`src/rtl/lcd_scan_pkg.sv`:
```
package lcd_scan_pkg;

  localparam int MAX_COM = 16;

  // Number of commons scanned for the chosen line count and cell height.
  function automatic logic [4:0] com_count(input logic two_line, input logic tall);
    if (two_line)  return 5'd16;
    else if (tall) return 5'd11;
    else           return 5'd8;
  endfunction

  // Cell row that carries the underline cursor.
  function automatic logic [3:0] underline_row(input logic two_line, input logic tall);
    return (tall && !two_line) ? 4'd10 : 4'd7;
  endfunction

endpackage

```
`src/rtl/lcd_scan_timer.sv`:
```
module lcd_scan_timer
  import lcd_scan_pkg::*;
#(
  parameter int LONG_PERIOD  = 400,
  parameter int SHORT_PERIOD = 200,
  parameter int BLINK_FRAMES = 32,
  localparam int PW = $clog2(LONG_PERIOD),
  localparam int FW = $clog2(BLINK_FRAMES + 1)
) (
  input  logic               clk,
  input  logic               rst,
  input  logic               two_line,
  input  logic               tall,
  input  logic               wave_b,
  output logic [PW-1:0]      pcnt,
  output logic [4:0]         next_row,
  output logic               row_end,
  output logic               blink_ph,
  output logic [MAX_COM-1:0] com,
  output logic               m,
  output logic               latch
);

  logic [PW-1:0] period;
  logic [4:0]    ncom;
  logic [4:0]    row;
  logic [FW-1:0] fcnt;
  logic          frame_end;

  always_comb begin
    period    = two_line ? PW'(SHORT_PERIOD) : PW'(LONG_PERIOD);
    ncom      = com_count(two_line, tall);
    row_end   = (pcnt == period - PW'(1));
    frame_end = row_end && (row == ncom - 5'd1);
    next_row  = (row == ncom - 5'd1) ? 5'd0 : row + 5'd1;
  end

  always_ff @(posedge clk) begin
    if (rst) begin
      pcnt     <= '0;
      row      <= '0;
      com      <= MAX_COM'(1);
      m        <= 1'b0;
      latch    <= 1'b0;
      fcnt     <= '0;
      blink_ph <= 1'b0;
    end else begin
      latch <= row_end;
      pcnt  <= row_end ? '0 : pcnt + PW'(1);
      if (row_end) begin
        row <= next_row;
        com <= frame_end ? MAX_COM'(1) : com << 1;
        if (!wave_b || frame_end) m <= ~m;
      end
      if (frame_end) begin
        if (fcnt == FW'(BLINK_FRAMES - 1)) begin
          fcnt     <= '0;
          blink_ph <= ~blink_ph;
        end else begin
          fcnt <= fcnt + FW'(1);
        end
      end
    end
  end

endmodule

```
`src/rtl/lcd_dot_composer.sv`:
```
module lcd_dot_composer
  import lcd_scan_pkg::*;
#(
  parameter int TOT       = 80,
  parameter int CELL_COLS = 5,
  parameter int PW        = 9,
  localparam int CW = $clog2(TOT / CELL_COLS),
  localparam int DW = $clog2(TOT),
  localparam int SW = $clog2(CELL_COLS)
) (
  input  logic [PW-1:0]        pcnt,
  input  logic [4:0]           next_row,
  input  logic                 two_line,
  input  logic                 tall,
  input  logic                 disp_on,
  input  logic                 cursor_on,
  input  logic                 blink_on,
  input  logic                 blink_ph,
  input  logic [CW-1:0]        cursor_col,
  input  logic                 cursor_line,
  input  logic [CELL_COLS-1:0] glyph,
  output logic [CW-1:0]        font_col,
  output logic                 font_line,
  output logic [3:0]           font_row,
  output logic                 dot
);

  logic [DW-1:0] dot_idx;
  logic [SW-1:0] col;
  logic          at_cursor;
  logic          underline;

  always_comb begin
    // Dots leave in descending order so the first one sent ends up furthest away.
    dot_idx   = DW'(TOT - 1) - DW'(pcnt >> 1);
    font_col  = CW'(dot_idx / DW'(CELL_COLS));
    col       = SW'(dot_idx % DW'(CELL_COLS));
    font_line = two_line ? next_row[3] : 1'b0;
    font_row  = two_line ? {1'b0, next_row[2:0]} : next_row[3:0];
    at_cursor = (font_col == cursor_col) && (font_line == cursor_line);
    underline = cursor_on && (font_row == underline_row(two_line, tall));
    dot = disp_on && (glyph[SW'(CELL_COLS - 1) - col]
                      || (at_cursor && underline)
                      || (at_cursor && blink_on && blink_ph));
  end

endmodule

```
`src/rtl/lcd_dot_serializer.sv`:
```
module lcd_dot_serializer #(
  parameter int SEG_BITS = 40,
  parameter int EXT_BITS = 40,
  parameter int PW       = 9,
  localparam int TOT = SEG_BITS + EXT_BITS
) (
  input  logic                clk,
  input  logic                rst,
  input  logic [PW-1:0]       pcnt,
  input  logic                dot,
  input  logic                row_end,
  output logic [SEG_BITS-1:0] seg,
  output logic                sdata,
  output logic                sclk
);

  logic [SEG_BITS-1:0] sreg;
  logic                in_burst;

  assign in_burst = (pcnt < PW'(2 * TOT));

  always_ff @(posedge clk) begin
    if (rst) begin
      sreg  <= '0;
      seg   <= '0;
      sdata <= 1'b0;
      sclk  <= 1'b0;
    end else begin
      // Even count: push a dot, present the bit falling off the end; odd count: clock it out.
      if (!pcnt[0] && in_burst) begin
        sreg  <= {sreg[SEG_BITS-2:0], dot};
        sdata <= sreg[SEG_BITS-1];
      end
      sclk <= pcnt[0] && in_burst;
      if (row_end) seg <= sreg;
    end
  end

endmodule

```
`src/rtl/lcd_scan_top.sv`:
```
module lcd_scan_top
  import lcd_scan_pkg::*;
#(
  parameter int SEG_BITS     = 40,
  parameter int EXT_BITS     = 40,
  parameter int CELL_COLS    = 5,
  parameter int LONG_PERIOD  = 400,
  parameter int SHORT_PERIOD = 200,
  parameter int BLINK_FRAMES = 32,
  localparam int TOT = SEG_BITS + EXT_BITS,
  localparam int CW  = $clog2(TOT / CELL_COLS),
  localparam int PW  = $clog2(LONG_PERIOD)
) (
  input  logic                 clk,
  input  logic                 rst,
  input  logic                 two_line_i,
  input  logic                 tall_font_i,
  input  logic                 wave_b_i,
  input  logic                 disp_on_i,
  input  logic                 cursor_on_i,
  input  logic                 blink_on_i,
  input  logic [CW-1:0]        cursor_col_i,
  input  logic                 cursor_line_i,
  output logic [CW-1:0]        font_col_o,
  output logic                 font_line_o,
  output logic [3:0]           font_row_o,
  input  logic [CELL_COLS-1:0] glyph_i,
  output logic [MAX_COM-1:0]   com_o,
  output logic [SEG_BITS-1:0]  seg_o,
  output logic                 ext_data_o,
  output logic                 ext_shift_o,
  output logic                 ext_latch_o,
  output logic                 m_o
);

  logic [PW-1:0] pcnt;
  logic [4:0]    next_row;
  logic          row_end;
  logic          blink_ph;
  logic          dot;

  lcd_scan_timer #(
    .LONG_PERIOD (LONG_PERIOD),
    .SHORT_PERIOD(SHORT_PERIOD),
    .BLINK_FRAMES(BLINK_FRAMES)
  ) u_timer (
    .clk     (clk),
    .rst     (rst),
    .two_line(two_line_i),
    .tall    (tall_font_i),
    .wave_b  (wave_b_i),
    .pcnt    (pcnt),
    .next_row(next_row),
    .row_end (row_end),
    .blink_ph(blink_ph),
    .com     (com_o),
    .m       (m_o),
    .latch   (ext_latch_o)
  );

  lcd_dot_composer #(
    .TOT      (TOT),
    .CELL_COLS(CELL_COLS),
    .PW       (PW)
  ) u_compose (
    .pcnt       (pcnt),
    .next_row   (next_row),
    .two_line   (two_line_i),
    .tall       (tall_font_i),
    .disp_on    (disp_on_i),
    .cursor_on  (cursor_on_i),
    .blink_on   (blink_on_i),
    .blink_ph   (blink_ph),
    .cursor_col (cursor_col_i),
    .cursor_line(cursor_line_i),
    .glyph      (glyph_i),
    .font_col   (font_col_o),
    .font_line  (font_line_o),
    .font_row   (font_row_o),
    .dot        (dot)
  );

  lcd_dot_serializer #(
    .SEG_BITS(SEG_BITS),
    .EXT_BITS(EXT_BITS),
    .PW      (PW)
  ) u_serial (
    .clk    (clk),
    .rst    (rst),
    .pcnt   (pcnt),
    .dot    (dot),
    .row_end(row_end),
    .seg    (seg_o),
    .sdata  (ext_data_o),
    .sclk   (ext_shift_o)
  );

endmodule

```
`config.mk`:
```
export PLATFORM = sky130hd
export DESIGN_NAME = lcd_scan_top
export DESIGN_NICKNAME = d
export VERILOG_FILES = /design/src/rtl/lcd_scan_pkg.sv /design/src/rtl/lcd_scan_timer.sv /design/src/rtl/lcd_dot_composer.sv /design/src/rtl/lcd_dot_serializer.sv /design/src/rtl/lcd_scan_top.sv
export SDC_FILE = /design/constraint.sdc
export NUM_CORES = 1
export LEC_CHECK = 0
export CORE_MARGIN = 1
export CORE_UTILIZATION = 40
export CTS_BUF_LIST = sky130_fd_sc_hd__clkbuf_16
export DETAILED_ROUTE_END_ITERATION = 8
export DONT_BUFFER_PORTS = 1
export PLACE_DENSITY = 0.65
export SLEW_MARGIN = 20
export SYNTH_ARGS = -nofsm -noshare
export SYNTH_HDL_FRONTEND = slang
export SYNTH_HIERARCHICAL = 1
export SYNTH_SLANG_ARGS = --single-unit
```
`constraint.sdc`:
```
create_clock -name clk -period 12.3 [get_ports clk]
set_input_delay 2.46 -clock clk [delete_from_list [all_inputs] [get_ports clk]]
set_output_delay 2.46 -clock clk [all_outputs]
set_load 0.05 [all_outputs]
```
==> summary.md <==
| Metric | Value |
|---|---|
| Status | complete, no violations |
| Overall die area | 14600 sq um |
| Pwr Density | 149 nW/um^2 |
| Drt initial violations | 224 |
| Root buffer cell | clkbuf_16 |
| Fillers | about 1300 |
| Height of the die | ~120 um |
| Commonest non-fill, non-tap cell in the layout | dfxtp_1 |
| Worst slew pin tran | 1.11 ns |
| DR vias | 3935 |
| Drt first pass iters | 4 |
| Setup TNS Final | 0 ns |
| Routed WL | ~11 mm |
| Cells after Synth | 568 |
| Final ANT Viol Nets | 0 |
| VDD IR-drop max | 0.0000786 V |
| CTS tree | built |
| H-Tree Depth | 4 |
| CP max FO | 15 |
| Initial antenna violation count | 0 |
| Gr usage total | between 15 and 20% |
| Fin worst setup slack | 5.11 ns |
| Initial core utilization | 40.8% |
| CP Capture Type | primary output |
| Cts repair resizes | 0 |
| Post-Synthesis Cell Area | 5640 sq um |
| F_max | 0.139 GHz |
| Most frequent cells in the layout | dfxtp_1, mux2i_1, nor2_1, nand2b_1, a22o_1 |
| Flip-flop and latch area | 2420 sq um |
| Max-Cap Viols | 0 |
| Worst setup path startpoint | u_timer/pcnt[5] |
| Period minus WS final | 7.19 ns |
| Reg2reg path depth | 20 |
| Layout cell share with drive strength beyond 1 | 10.5% |
| Crit Path Category | reg2out |
| Worst rel slew slack | between 20 and 30% |
| Via-to-Cell Ratio | approximately 5.3 |
| Startpoint Class | flop |
| Pins Over Slew Limit | 0 |
| Launching point of the worst reg2reg path | u_timer/pcnt[5] |
| GPL Wtd Cong | roughly 0.84 |
| Area of the multi-input gates | 2940 sq um |
| Post-CTS Setup Bufs | 0 |
| Yosys warns | 6 |
| Tcrit/Tclk final | 58.5% |
| Core area | 13800 sq um |
| Synthesis-to-finish area growth | 10.1% |
| Worst R2R Setup Slack | between 6 and 7 ns |
| Max Root-Sink Buffers | 2 |
| CP Capture Point | font_col_o[0] |
| Syn Nets | 596 |
| Critical Path RT | around 9.8 ns |
| Largest net degree at the start of global routing | 106 |
| Post-DP HPWL | around 7.3 mm |
| Total inserted antenna cells | 0 |
| Syn avg cell area | 9.93 sq um |
| Critical path arrival | 4.73 ns |
| DP Worst Slack | 5.19 ns |
| Post-DR wirelength/cell | about 15 um |
| Leak | 2.34 nW |
| Number of port buffers | 0 |
| Vias in the first global route | 3756 |
| Fin nets | 577 |
| CTS clock-pin slew for the worst setup and hold paths | 0.06 ns |
| Total grt overflow | 0 |
| CTS sink cnt | 121 |
| Clk_skew | between 0.007 and 0.008 ns |
| R2r endpoint | u_serial/sreg[0] |
| Number of setup violations in the final report | 0 |
| Hold WC Path Type | reg2reg |
| Die width | 121 um |
| RSZ-0062 raised after global routing | no |
| Fin. Hold Viols | 0 |
| Clock latency on the worst-skew pair | 0.41 ns |
| Placement Rows | 43 |
| Ports | 87 |
| Drt drc | 0 |
| Global-route wire length before repair | 18.1 mm |
| CTS Hold Bufs | 0 |
| TritonCTS buffer count | 17 |
worst min path at each step:
stage,from,slack [ns],cells past startpoint,endpoint
global route,u_timer/fcnt[1],0.52,2,u_timer/fcnt[1]
floorplan,u_timer/fcnt[1],0.46,2,u_timer/fcnt[1]
finish,u_timer/row[1],0.48,2,u_timer/row[1]
global placement,u_timer/row[1],0.48,2,u_timer/row[1]
CTS,u_timer/row[1],0.49,2,u_timer/row[1]
detailed placement,u_timer/fcnt[1],0.48,2,u_timer/fcnt[1]
through the flow:
stage / total power [mW] / cells / utilization [%] / cell area, sq um / hold WS (ns)
2_1_floorplan: 0.452 / 568 / - / 5640 / 0.460
3_3_place_gp: 0.452 / 710 / 40.7 / 5630 / 0.475
3_5_place_dp: 0.454 / 710 / 40.7 / 5630 / 0.481
4_1_cts: 0.941 / 742 / 44.9 / 6210 / 0.492
5_1_grt: 0.967 / 742 / 44.9 / 6210 / 0.521
6_report: 0.927 / 742 / 44.9 / 6210 / 0.484
registers in the layout (all words and copies together), names as in the netlist:
register          count
u_timer/blink_ph      1
u_timer/m             1
u_serial/sreg        40
u_timer/pcnt          9
u_timer/com          16
u_serial/seg         40
u_timer/latch         1
u_timer/row           5
u_serial/sclk         1
u_timer/fcnt          6
u_serial/sdata        1
area by class of cell:
| class | count | area share, % |
|---|---|---|
| flip-flops and latches | 121 | 39.0 |
| multi-input cells | 397 | 47.3 |
| well taps | 180 | 3.63 |
| inverters | 10 | 0.604 |
| clock inverters | 15 | 2.42 |
| clock buffers | 17 | 6.85 |
| repair buffers | 2 | 0.242 |
report_power, final:
group          total (mW)  internal (mW)  leakage (nW)  switching (mW)
Sequential          0.399          0.395         0.975         0.00454
Clock               0.482          0.298         0.283           0.184
Combinational      0.0459         0.0209          1.08          0.0250
Total               0.927          0.714          2.34           0.214
critical path: stages, from the launching register on:
cell      delay (ns)
dfxtp_1         0.64
inv_1           0.14
ha_1            0.28
xnor2_1         0.48
a211oi_1        0.12
o22a_1          0.36
maj3_1          0.41
o21ai_2         0.56
xnor2_1         0.21
ha_1            0.22
a311oi_1        0.32
nand3_1         0.12
a21o_1          0.46
metal layers:
metal | wire [um] | track usage [%]
met5 | 0 | 0
met4 | 197 | 7.64
met3 | 672 | 6.46
met2 | 5160 | 24.7
met1 | 5170 | 19.0
Note: power is estimated with default switching activity, not from simulation.
